--- src/rtl/lsr_pkg.sv ---
package lsr_pkg;
   localparam int unsigned STAT_W  = 8;
   localparam int unsigned POS_EIF = 0;
   localparam int unsigned POS_TUR = 1;
   localparam int unsigned POS_RAB = 2;
   localparam int unsigned POS_TFS = 3;
   localparam int unsigned POS_RFS = 4;
   localparam int unsigned POS_FRE = 5;
   localparam int unsigned N_STICKY = 3;

   typedef struct packed {
      logic [1:0] rsvd;
      logic       frame_err;
      logic       rx_serv;
      logic       tx_serv;
      logic       abort;
      logic       underrun;
      logic       tag_seen;
   } stat_word_t;
endpackage

--- src/rtl/lsr_sticky_bit.sv ---
module lsr_sticky_bit (
   input  logic clk,
   input  logic rst_n,
   input  logic set_i,
   input  logic clr_i,
   output logic q_o
);
   always_ff @(posedge clk or negedge rst_n) begin
      if (!rst_n)      q_o <= 1'b0;
      else if (set_i)  q_o <= 1'b1;
      else if (clr_i)  q_o <= 1'b0;
   end

   assert_set_wins_R3: assert property (@(posedge clk) disable iff (!rst_n)
      set_i |=> q_o);
   assert_hold_without_clear_R2: assert property (@(posedge clk) disable iff (!rst_n)
      (q_o && !clr_i) |=> q_o);
   assert_rise_needs_event_R2: assert property (@(posedge clk) disable iff (!rst_n)
      $rose(q_o) |-> $past(set_i));
endmodule

--- src/rtl/lsr_level_cmp.sv ---
module lsr_level_cmp #(
   parameter int unsigned LVL_W       = 5,
   parameter int unsigned THRESH      = 8,
   parameter bit          AT_OR_ABOVE = 1'b0
) (
   input  logic             en_i,
   input  logic [LVL_W-1:0] level_i,
   output logic             hit_o
);
   localparam logic [LVL_W-1:0] THR = THRESH[LVL_W-1:0];

   if (THRESH > (2**LVL_W) - 1) begin : g_bad_thresh
      $error("lsr_level_cmp: THRESH does not fit in LVL_W bits");
   end

   if (AT_OR_ABOVE) begin : g_above
      assign hit_o = en_i && (level_i >= THR);
   end else begin : g_below
      assign hit_o = en_i && (level_i <= THR);
   end
endmodule

--- src/rtl/lsr_tag_scan.sv ---
module lsr_tag_scan #(
   parameter int unsigned ENTRIES = 8,
   parameter int unsigned TAG_W   = 3
) (
   input  logic [ENTRIES*TAG_W-1:0] tags_i,
   output logic                     any_o
);
   logic [ENTRIES-1:0] entry_hit;

   if (ENTRIES < 1 || TAG_W < 1) begin : g_bad_shape
      $error("lsr_tag_scan: ENTRIES and TAG_W must be at least one");
   end

   for (genvar e = 0; e < ENTRIES; e++) begin : g_entry
      assign entry_hit[e] = |tags_i[e*TAG_W +: TAG_W];
   end

   assign any_o = |entry_hit;
endmodule

--- src/rtl/link_status_unit.sv ---
module link_status_unit
   import lsr_pkg::*;
#(
   parameter int unsigned DEPTH        = 16,
   parameter int unsigned TAG_W        = 3,
   parameter int unsigned SCAN_ENTRIES = 8,
   parameter int unsigned TX_THRESH    = 8,
   parameter int unsigned RX_THRESH    = 12,
   localparam int unsigned LVL_W       = $clog2(DEPTH + 1),
   localparam int unsigned TAGS_W      = SCAN_ENTRIES * TAG_W
) (
   input  logic              clk,
   input  logic              rst_n,
   input  logic              tx_en,
   input  logic              rx_en,
   input  logic [LVL_W-1:0]  tx_level,
   input  logic [LVL_W-1:0]  rx_level,
   input  logic [TAGS_W-1:0] rx_tags,
   input  logic              ev_underrun,
   input  logic              ev_abort,
   input  logic              ev_frame_err,
   input  logic              ie_tx,
   input  logic              ie_rx,
   input  logic              ie_underrun,
   input  logic              reg_wr,
   input  logic [STAT_W-1:0] reg_wdata,
   output logic [STAT_W-1:0] reg_rdata,
   output logic              tx_dma_req,
   output logic              rx_dma_req,
   output logic              rx_eof_mark,
   output logic              irq
);
   localparam int unsigned STICKY_POS [N_STICKY] = '{POS_TUR, POS_RAB, POS_FRE};

   if (SCAN_ENTRIES > DEPTH) begin : g_bad_scan
      $error("link_status_unit: scan window exceeds FIFO depth");
   end
   if (TX_THRESH > DEPTH || RX_THRESH > DEPTH) begin : g_bad_thr
      $error("link_status_unit: threshold exceeds FIFO depth");
   end

   stat_word_t          stat;
   logic [N_STICKY-1:0] ev_vec;
   logic [N_STICKY-1:0] sticky_q;
   logic                tag_seen, tx_hit, rx_hit;
   logic                irq_d;
   logic                unused_wdata;

   assign ev_vec = {ev_frame_err, ev_abort, ev_underrun};

   for (genvar s = 0; s < N_STICKY; s++) begin : g_sticky
      lsr_sticky_bit u_bit (
         .clk   (clk),
         .rst_n (rst_n),
         .set_i (ev_vec[s]),
         .clr_i (reg_wr && reg_wdata[STICKY_POS[s]]),
         .q_o   (sticky_q[s])
      );
   end

   assign unused_wdata = ^{reg_wdata[7:6], reg_wdata[POS_RFS], reg_wdata[POS_TFS],
                           reg_wdata[POS_EIF]};

   lsr_tag_scan #(.ENTRIES(SCAN_ENTRIES), .TAG_W(TAG_W)) u_scan (
      .tags_i (rx_tags),
      .any_o  (tag_seen)
   );

   lsr_level_cmp #(.LVL_W(LVL_W), .THRESH(TX_THRESH), .AT_OR_ABOVE(1'b0)) u_tx_cmp (
      .en_i    (tx_en),
      .level_i (tx_level),
      .hit_o   (tx_hit)
   );

   lsr_level_cmp #(.LVL_W(LVL_W), .THRESH(RX_THRESH), .AT_OR_ABOVE(1'b1)) u_rx_cmp (
      .en_i    (rx_en),
      .level_i (rx_level),
      .hit_o   (rx_hit)
   );

   always_comb begin
      stat           = '0;
      stat.tag_seen  = tag_seen;
      stat.underrun  = sticky_q[0];
      stat.abort     = sticky_q[1];
      stat.tx_serv   = tx_hit;
      stat.rx_serv   = rx_hit;
      stat.frame_err = sticky_q[2];
   end

   assign reg_rdata  = stat;
   assign tx_dma_req = stat.tx_serv;
   assign rx_dma_req = stat.rx_serv && !stat.tag_seen;

   assign irq_d = stat.tag_seen | stat.abort | stat.frame_err
                | (stat.underrun & ie_underrun)
                | (stat.tx_serv  & ie_tx)
                | (stat.rx_serv  & ie_rx);

   always_ff @(posedge clk or negedge rst_n) begin
      if (!rst_n) begin
         irq         <= 1'b0;
         rx_eof_mark <= 1'b0;
      end else begin
         irq         <= irq_d;
         rx_eof_mark <= ev_abort;
      end
   end

   assert_rxdma_blocked_R4: assert property (@(posedge clk) disable iff (!rst_n)
      rx_dma_req |-> !reg_rdata[POS_EIF]);
   assert_tag_irq_R4: assert property (@(posedge clk) disable iff (!rst_n)
      reg_rdata[POS_EIF] |=> irq);
   assert_txdma_enabled_R6: assert property (@(posedge clk) disable iff (!rst_n)
      tx_dma_req |-> tx_en);
   assert_rxdma_enabled_R7: assert property (@(posedge clk) disable iff (!rst_n)
      rx_dma_req |-> rx_en);
   assert_abort_mark_R8: assert property (@(posedge clk) disable iff (!rst_n)
      ev_abort |=> (rx_eof_mark && reg_rdata[POS_RAB]));
   assert_frame_irq_R9: assert property (@(posedge clk) disable iff (!rst_n)
      reg_rdata[POS_FRE] |=> irq);
   assert_irq_has_source_R10: assert property (@(posedge clk) disable iff (!rst_n)
      irq |-> $past(|reg_rdata[5:0]));
endmodule

--- config.mk ---
export PLATFORM = sky130hd
export DESIGN_NAME = link_status_unit
export DESIGN_NICKNAME = d
export VERILOG_FILES = /design/src/rtl/lsr_pkg.sv /design/src/rtl/lsr_sticky_bit.sv /design/src/rtl/lsr_level_cmp.sv /design/src/rtl/lsr_tag_scan.sv /design/src/rtl/link_status_unit.sv
export SDC_FILE = /design/constraint.sdc
export NUM_CORES = 1
export LEC_CHECK = 0
export CORE_MARGIN = 2
export CORE_UTILIZATION = 20
export CTS_BUF_LIST = sky130_fd_sc_hd__clkbuf_16
export DETAILED_ROUTE_END_ITERATION = 12
export MAX_ROUTING_LAYER = met4
export PLACE_DENSITY = 0.9
export SYNTH_ARGS = -nofsm -noshare
export SYNTH_HDL_FRONTEND = slang
export SYNTH_SLANG_ARGS = --single-unit
--- constraint.sdc ---
create_clock -name clk -period 2.1 [get_ports clk]
set_input_delay 0.315 -clock clk [delete_from_list [all_inputs] [get_ports clk]]
set_output_delay 0.315 -clock clk [all_outputs]
set_load 0.05 [all_outputs]
==> flow_summary.json, run 1 <==
{
  "drt_iter0_drc": 5,
  "path_class": "input pin to output pin",
  "die-area_sq_um": 2060,
  "htreeDepth": 1,
  "die_height_microns": 45.4,
  "port_buffers": 55,
  "synth_common_cells": "buf_4, nor4_1, dfrtp_1, nand2_1, a21o_1",
  "fillers": 110,
  "num_io_pins": 65,
  "synth_top_area_cell": "dfrtp_1",
  "grt-ovfl-total": 0,
  "power_leakage_nw": 0.390,
  "core-area_sq_um": 1560,
  "cts_sinks": 5,
  "hold_class": "input pin to asynchronous set/reset pin",
  "required_ps": 1780,
  "hold_buffers": 0,
  "period_minus_slack_ps": 2060,
  "maxCapViolations": 0,
  "fin_cells": 107,
  "crit_arrival_ps": 1740,
  "final_net_count": 145,
  "period_share_pct": 98.0,
  "relSlewSlack_pct": 65.3,
  "synth_cells": 38,
  "cts_inserted_buffers": 3,
  "syn_to_final_growth_pct": 196,
  "fp-row-count": 14,
  "p_total_w": 0.000577,
  "gp_congestion": 0.710,
  "wl_per_cell_microns": 14.1,
  "drv_slew": 0,
  "grt_max_degree": 6,
  "ys_warn_count": 0,
  "cp_cell_sequence": "clkdlybuf4s50_1, nor4_1, nand4_1, or2_2, buf_6",
  "drt_first_pass_iters": 2,
  "ys_dominant_reg_cell": "dfrtp_1",
  "end_kind": "output pin",
  "async_flop_share_pct": 100,
  "avgSynthCellArea_sq_um": 9.02,
  "syn_area_sq_um": 343,
  "start_kind": "input pin",
  "ys_seq_area_share_pct": 36.5,
  "outcome": "finished clean",
  "clk_latency_ps": 220,
  "path_clk_slew_ps": 30,
  "root_buffer": "clkbuf_16",
  "wl_mm": 1.51,
  "vias": 510,
  "worst_pin_slew_ps": 518,
  "max_stage_delay_ps": 400,
  "postLayoutCellArea_sq_um": 1010,
  "clockBufferDepth": 2,
  "fin_skew_ps": 1.03,
  "synth_cell_types": 16,
  "hold_viol": 0,
  "peakVddDrop_mv": 0.318,
  "dp_hpwl_mm": 1.36,
  "dp.cells": 103,
  "insertedDiodeCount": 0,
  "yosys.cell_count.top_type": "buf_4",
  "place_area_sq_um": 912,
  "p_per_area_nw_per_um2": 569,
  "synth_top_area_share_pct": 36.5,
  "fmax_mhz": 486,
  "grt_pass1_wl_mm": 2.39,
  "finalSetupViolCount": 0,
  "gr-usage-all-layers_pct": 18.3,
  "crit_path_top_delay_cell": "clkdlybuf4s50_1",
  "r2r-start": "g_sticky[0].u_bit.q_o",
  "ys_seq_elements": 5,
  "viasPerCell": 4.77,
  "grt_pass1_vias": 592,
  "crit_start": "rx_tags[19]",
  "yosys-top-cells-area": "dfrtp_1, buf_4, nor4_1, a21o_1, nand2_1",
  "antenna_found_initial": 0,
  "fin_tns_setup_ps": 0,
  "start_util_pct": 22.0,
  "synth-edff-count": 0,
  "reg2reg_depth": 3,
  "drive_gt1_share_pct": 17.6,
  "route.detailed.drc": 0,
  "cp_max_fo": 3,
  "tritoncts": "done",
  "die_x_microns": 45.4,
  "ant_nets": 0
}
-- area by class of cell --
| class | count | area [sq um] | area share (%) |
|---|---|---|---|
| flip-flops and latches | 5 | 125 | 12.3 |
| multi-input cells | 25 | 186 | 18.4 |
| repair buffers | 56 | 599 | 59.1 |
| well taps | 16 | 20.0 | 1.98 |
| clock inverters | 1 | 3.75 | 0.370 |
| inverters | 1 | 3.75 | 0.370 |
| clock buffers | 3 | 75.1 | 7.41 |
-- sequential cells by signal (all words and copies together), names as in the netlist --
name	count
rx_eof_mark	1
g_sticky.u_bit.q_o	3
irq	1
-- kinds of logic after synthesis --
family                 share of synthesized area, %
AND/OR/NAND/NOR                                23.7
buffers and inverters                          18.6
AO/OA/AOI/OAI                                  20.1
flip-flops                                     36.5
other                                          1.09
-- power by group --
group,internal (W),switching (W)
clock,0.000246,0.0000593
combinational,0.000102,0.0000645
sequential,0.000102,0.00000337
-- path summary, 6_finish.rpt --
path / endpoint / slack (ps)
setup / recovery: reg_rdata[0] / 40
hold / removal: g_sticky[1].u_bit.q_o / 320
setup reg to reg: irq / 710
hold reg to reg: g_sticky[2].u_bit.q_o / 510
max in group asynchronous: g_sticky[2].u_bit.q_o / 1590
min in group clk: g_sticky[2].u_bit.q_o / 510
-- layout by cell type, fill, tap and decap left out --
cell type	instances
clkdlybuf4s50_1	50
nand2_1	5
dfrtp_1	5
buf_12	4
a21o_1	3
nor4_2	3
nor4_1	3
clkbuf_16	3
inv_1	2
conb_1	2
nand4_1	1
or2_2	1
o31a_1	1
nor3b_2	1
a211o_1	1
a31o_1	1
a2111o_1	1
nor3_2	1
a21o_2	1
buf_6	1
buf_4	1
-- routing by layer --
layer | vias to the layer above | global-route usage (%) | part of all wire, %
met5 | - | - | 0
met4 | 0 | 11.2 | 2.4
met3 | 4 | 8.33 | 10
met2 | 37 | 34.6 | 60
met1 | 229 | 13.2 | 28
li1 | 240 | - | -
-- through the flow --
stage / hold slack, ps / setup slack [ps] / utilization (%)
after floorplan: 19.4 / 132 / -
after global placement: 499 / 42.2 / 58.5
after detailed placement: 510 / 19.5 / 58.5
after CTS: 319 / 15.3 / 63.6
after global routing: 343 / -33.6 / 65.0
final: 315 / 41.0 / 65.0
-- repair_timing --
| action | in CTS | in global routing |
|---|---|---|
| setup buffers | 0 | 0 |
| resized for setup | 0 | 4 |
| endpoints found under the setup margin | 0 | 1 |
-- critical path, delay by kind of cell --
kind	cells	cell delay (ps)
simple gates	3	870
buf+inv	2	560
Note: power is estimated with default switching activity, not from simulation.
==> inputs of run 2 (changes only) <==
--- a/config.mk
+++ b/config.mk
@@ -5,6 +5,7 @@
 export SDC_FILE = /design/constraint.sdc
 export NUM_CORES = 1
 export LEC_CHECK = 0
+export ABC_CLOCK_PERIOD_IN_PS = 2100
 export CORE_MARGIN = 2
 export CORE_UTILIZATION = 20
 export CTS_BUF_LIST = sky130_fd_sc_hd__clkbuf_16
==> results of run 2 <==
Same layout as run 1: the final DEF is identical, and so are final timing and power.
==> inputs of run 3 (changes only) <==
--- a/config.mk
+++ b/config.mk
@@ -12,6 +12,7 @@
 export DETAILED_ROUTE_END_ITERATION = 12
 export MAX_ROUTING_LAYER = met4
 export PLACE_DENSITY = 0.9
+export SETUP_SLACK_MARGIN = 0.4
 export SYNTH_ARGS = -nofsm -noshare
 export SYNTH_HDL_FRONTEND = slang
 export SYNTH_SLANG_ARGS = --single-unit
==> flow_summary.json, run 3 (same netlist as run 1, synthesis figures left out) <==
{
  "outcome": "finished clean",
  "drv_slew": 0,
  "htreeDepth": 1,
  "insertedDiodeCount": 0,
  "gr-usage-all-layers_pct": 17.2,
  "drt_iter0_drc": 0,
  "start_kind": "input pin",
  "fin_tns_setup_ps": 0,
  "start_util_pct": 22.0,
  "layout_common_cells": "clkdlybuf4s50_1, clkdlybuf4s15_1, dlygate4sd2_1, clkbuf_2, dfrtp_1",
  "wl_mm": 1.54,
  "drive_gt1_share_pct": 36.6,
  "clk_latency_ps": 230,
  "period_share_pct": 81.8,
  "p_per_area_nw_per_um2": 546,
  "top_regs": "g_sticky.u_bit.q_o: 3 flops, irq: 1 flops, rx_eof_mark: 1 flops",
  "finalSetupViolCount": 0,
  "fin_cells": 109,
  "grt-ovfl-total": 0,
  "grt_pass1_vias": 618,
  "dp.cells": 104,
  "num_io_pins": 65,
  "cts_sinks": 5,
  "cp_max_fo": 2,
  "path_clk_slew_ps": 30,
  "fmax_mhz": 582,
  "final_net_count": 147,
  "vias": 508,
  "cts_inserted_buffers": 3,
  "viasPerCell": 4.66,
  "hold_viol": 0,
  "maxCapViolations": 0,
  "syn_to_final_growth_pct": 206,
  "gp_congestion": 0.743,
  "required_ps": 1780,
  "port_buffers": 55,
  "hold_buffers": 0,
  "end_kind": "output pin",
  "dp_hpwl_mm": 1.30,
  "grt_max_degree": 6,
  "period_minus_slack_ps": 1720,
  "fp-row-count": 14,
  "die_height_microns": 45.4,
  "reg2reg_depth": 3,
  "tritoncts": "done",
  "wl_per_cell_microns": 14.1,
  "power_leakage_nw": 0.452,
  "route.detailed.drc": 0,
  "fin_hold_ws_ps": 310,
  "peakVddDrop_mv": 0.332,
  "relSlewSlack_pct": 66.2,
  "hold_class": "input pin to asynchronous set/reset pin",
  "die_x_microns": 45.4,
  "path_class": "input pin to output pin",
  "rsz0062_at_grt": "yes",
  "ant_nets": 0,
  "drt_first_pass_iters": 1,
  "crit_arrival_ps": 1400,
  "root_buffer": "clkbuf_16",
  "largest_reg_flops": 3,
  "clockBufferDepth": 2,
  "core-area_sq_um": 1560,
  "worst_pin_slew_ps": 505,
  "layout_commonest_cell": "clkdlybuf4s50_1",
  "fin_skew_ps": 0.858,
  "antenna_found_initial": 0,
  "p_total_w": 0.000573,
  "die-area_sq_um": 2060,
  "grt_pass1_wl_mm": 2.33,
  "top_register": "g_sticky.u_bit.q_o"
}
## run 3: cell types whose count changed in the layout (fill, tap and decap cells not counted), moves of 3 or more
cell / previous run / this run
clkdlybuf4s15_1: 0 / 10
clkdlybuf4s50_1: 50 / 19
buf_6: 1 / 4
clkbuf_2: 0 / 8
dlygate4sd2_1: 0 / 8
nor4_4: 0 / 3
nor4_1: 3 / 0
## run 3: worst paths after layout
check                                           start                    end  slack, ps
min in group clk                g_sticky[1].u_bit.q_o  g_sticky[1].u_bit.q_o        510
worst max-delay path                      rx_level[2]             rx_dma_req        380
max in group asynchronous                       rst_n                    irq       1600
worst min-delay path                            rst_n  g_sticky[1].u_bit.q_o        310
worst max register to register  g_sticky[0].u_bit.q_o                    irq        730
worst min register to register  g_sticky[1].u_bit.q_o  g_sticky[1].u_bit.q_o        510
## run 3: area by class of cell
cell class | instances | area (sq um)
clock inverters | 1 | 3.75
clock buffers | 3 | 75.1
multi-input cells | 25 | 249
inverters | 1 | 3.75
repair buffers | 58 | 573
flip-flops and latches | 5 | 125
fillers | 108 | 509
well taps | 16 | 20.0
## run 3: worst max-delay path: stages
cell             delay [ps]
clkdlybuf4s50_1         470
a21o_1                  150
nand2_2                  90
nor3_4                  220
buf_12                  160
## run 3: metal layers
metal  routed length (microns)  global-route usage (%)
met1                       417                    12.0
met2                       873                    33.2
met5                         0                       -
met4                        47                    10.0
met3                       202                    7.94
## run 3: repair_timing
item,4_1_cts,5_1_grt
pin swaps,12,11
resized for setup,47,38
setup buffers,1,0
endpoints found under the setup margin,7,4
## run 3: power breakdown
part / switching (W) / internal [W] / total (W) / leakage, nW
logic: 0.0000726 / 0.0000858 / 0.000158 / 0.359
clock network: 0.0000631 / 0.000247 / 0.000310 / 0.0423
registers: 0.00000302 / 0.000102 / 0.000105 / 0.0504
## run 3: metrics by stage
step / setup slack [ps] / util, % / instance area (sq um)
2_1_floorplan: 354 / - / 373
3_3_place_gp: 102 / 59.8 / 932
3_5_place_dp: 5.64 / 59.8 / 932
4_1_cts: 333 / 65.7 / 1020
5_1_grt: 310 / 67.3 / 1050
6_report: 382 / 67.3 / 1050
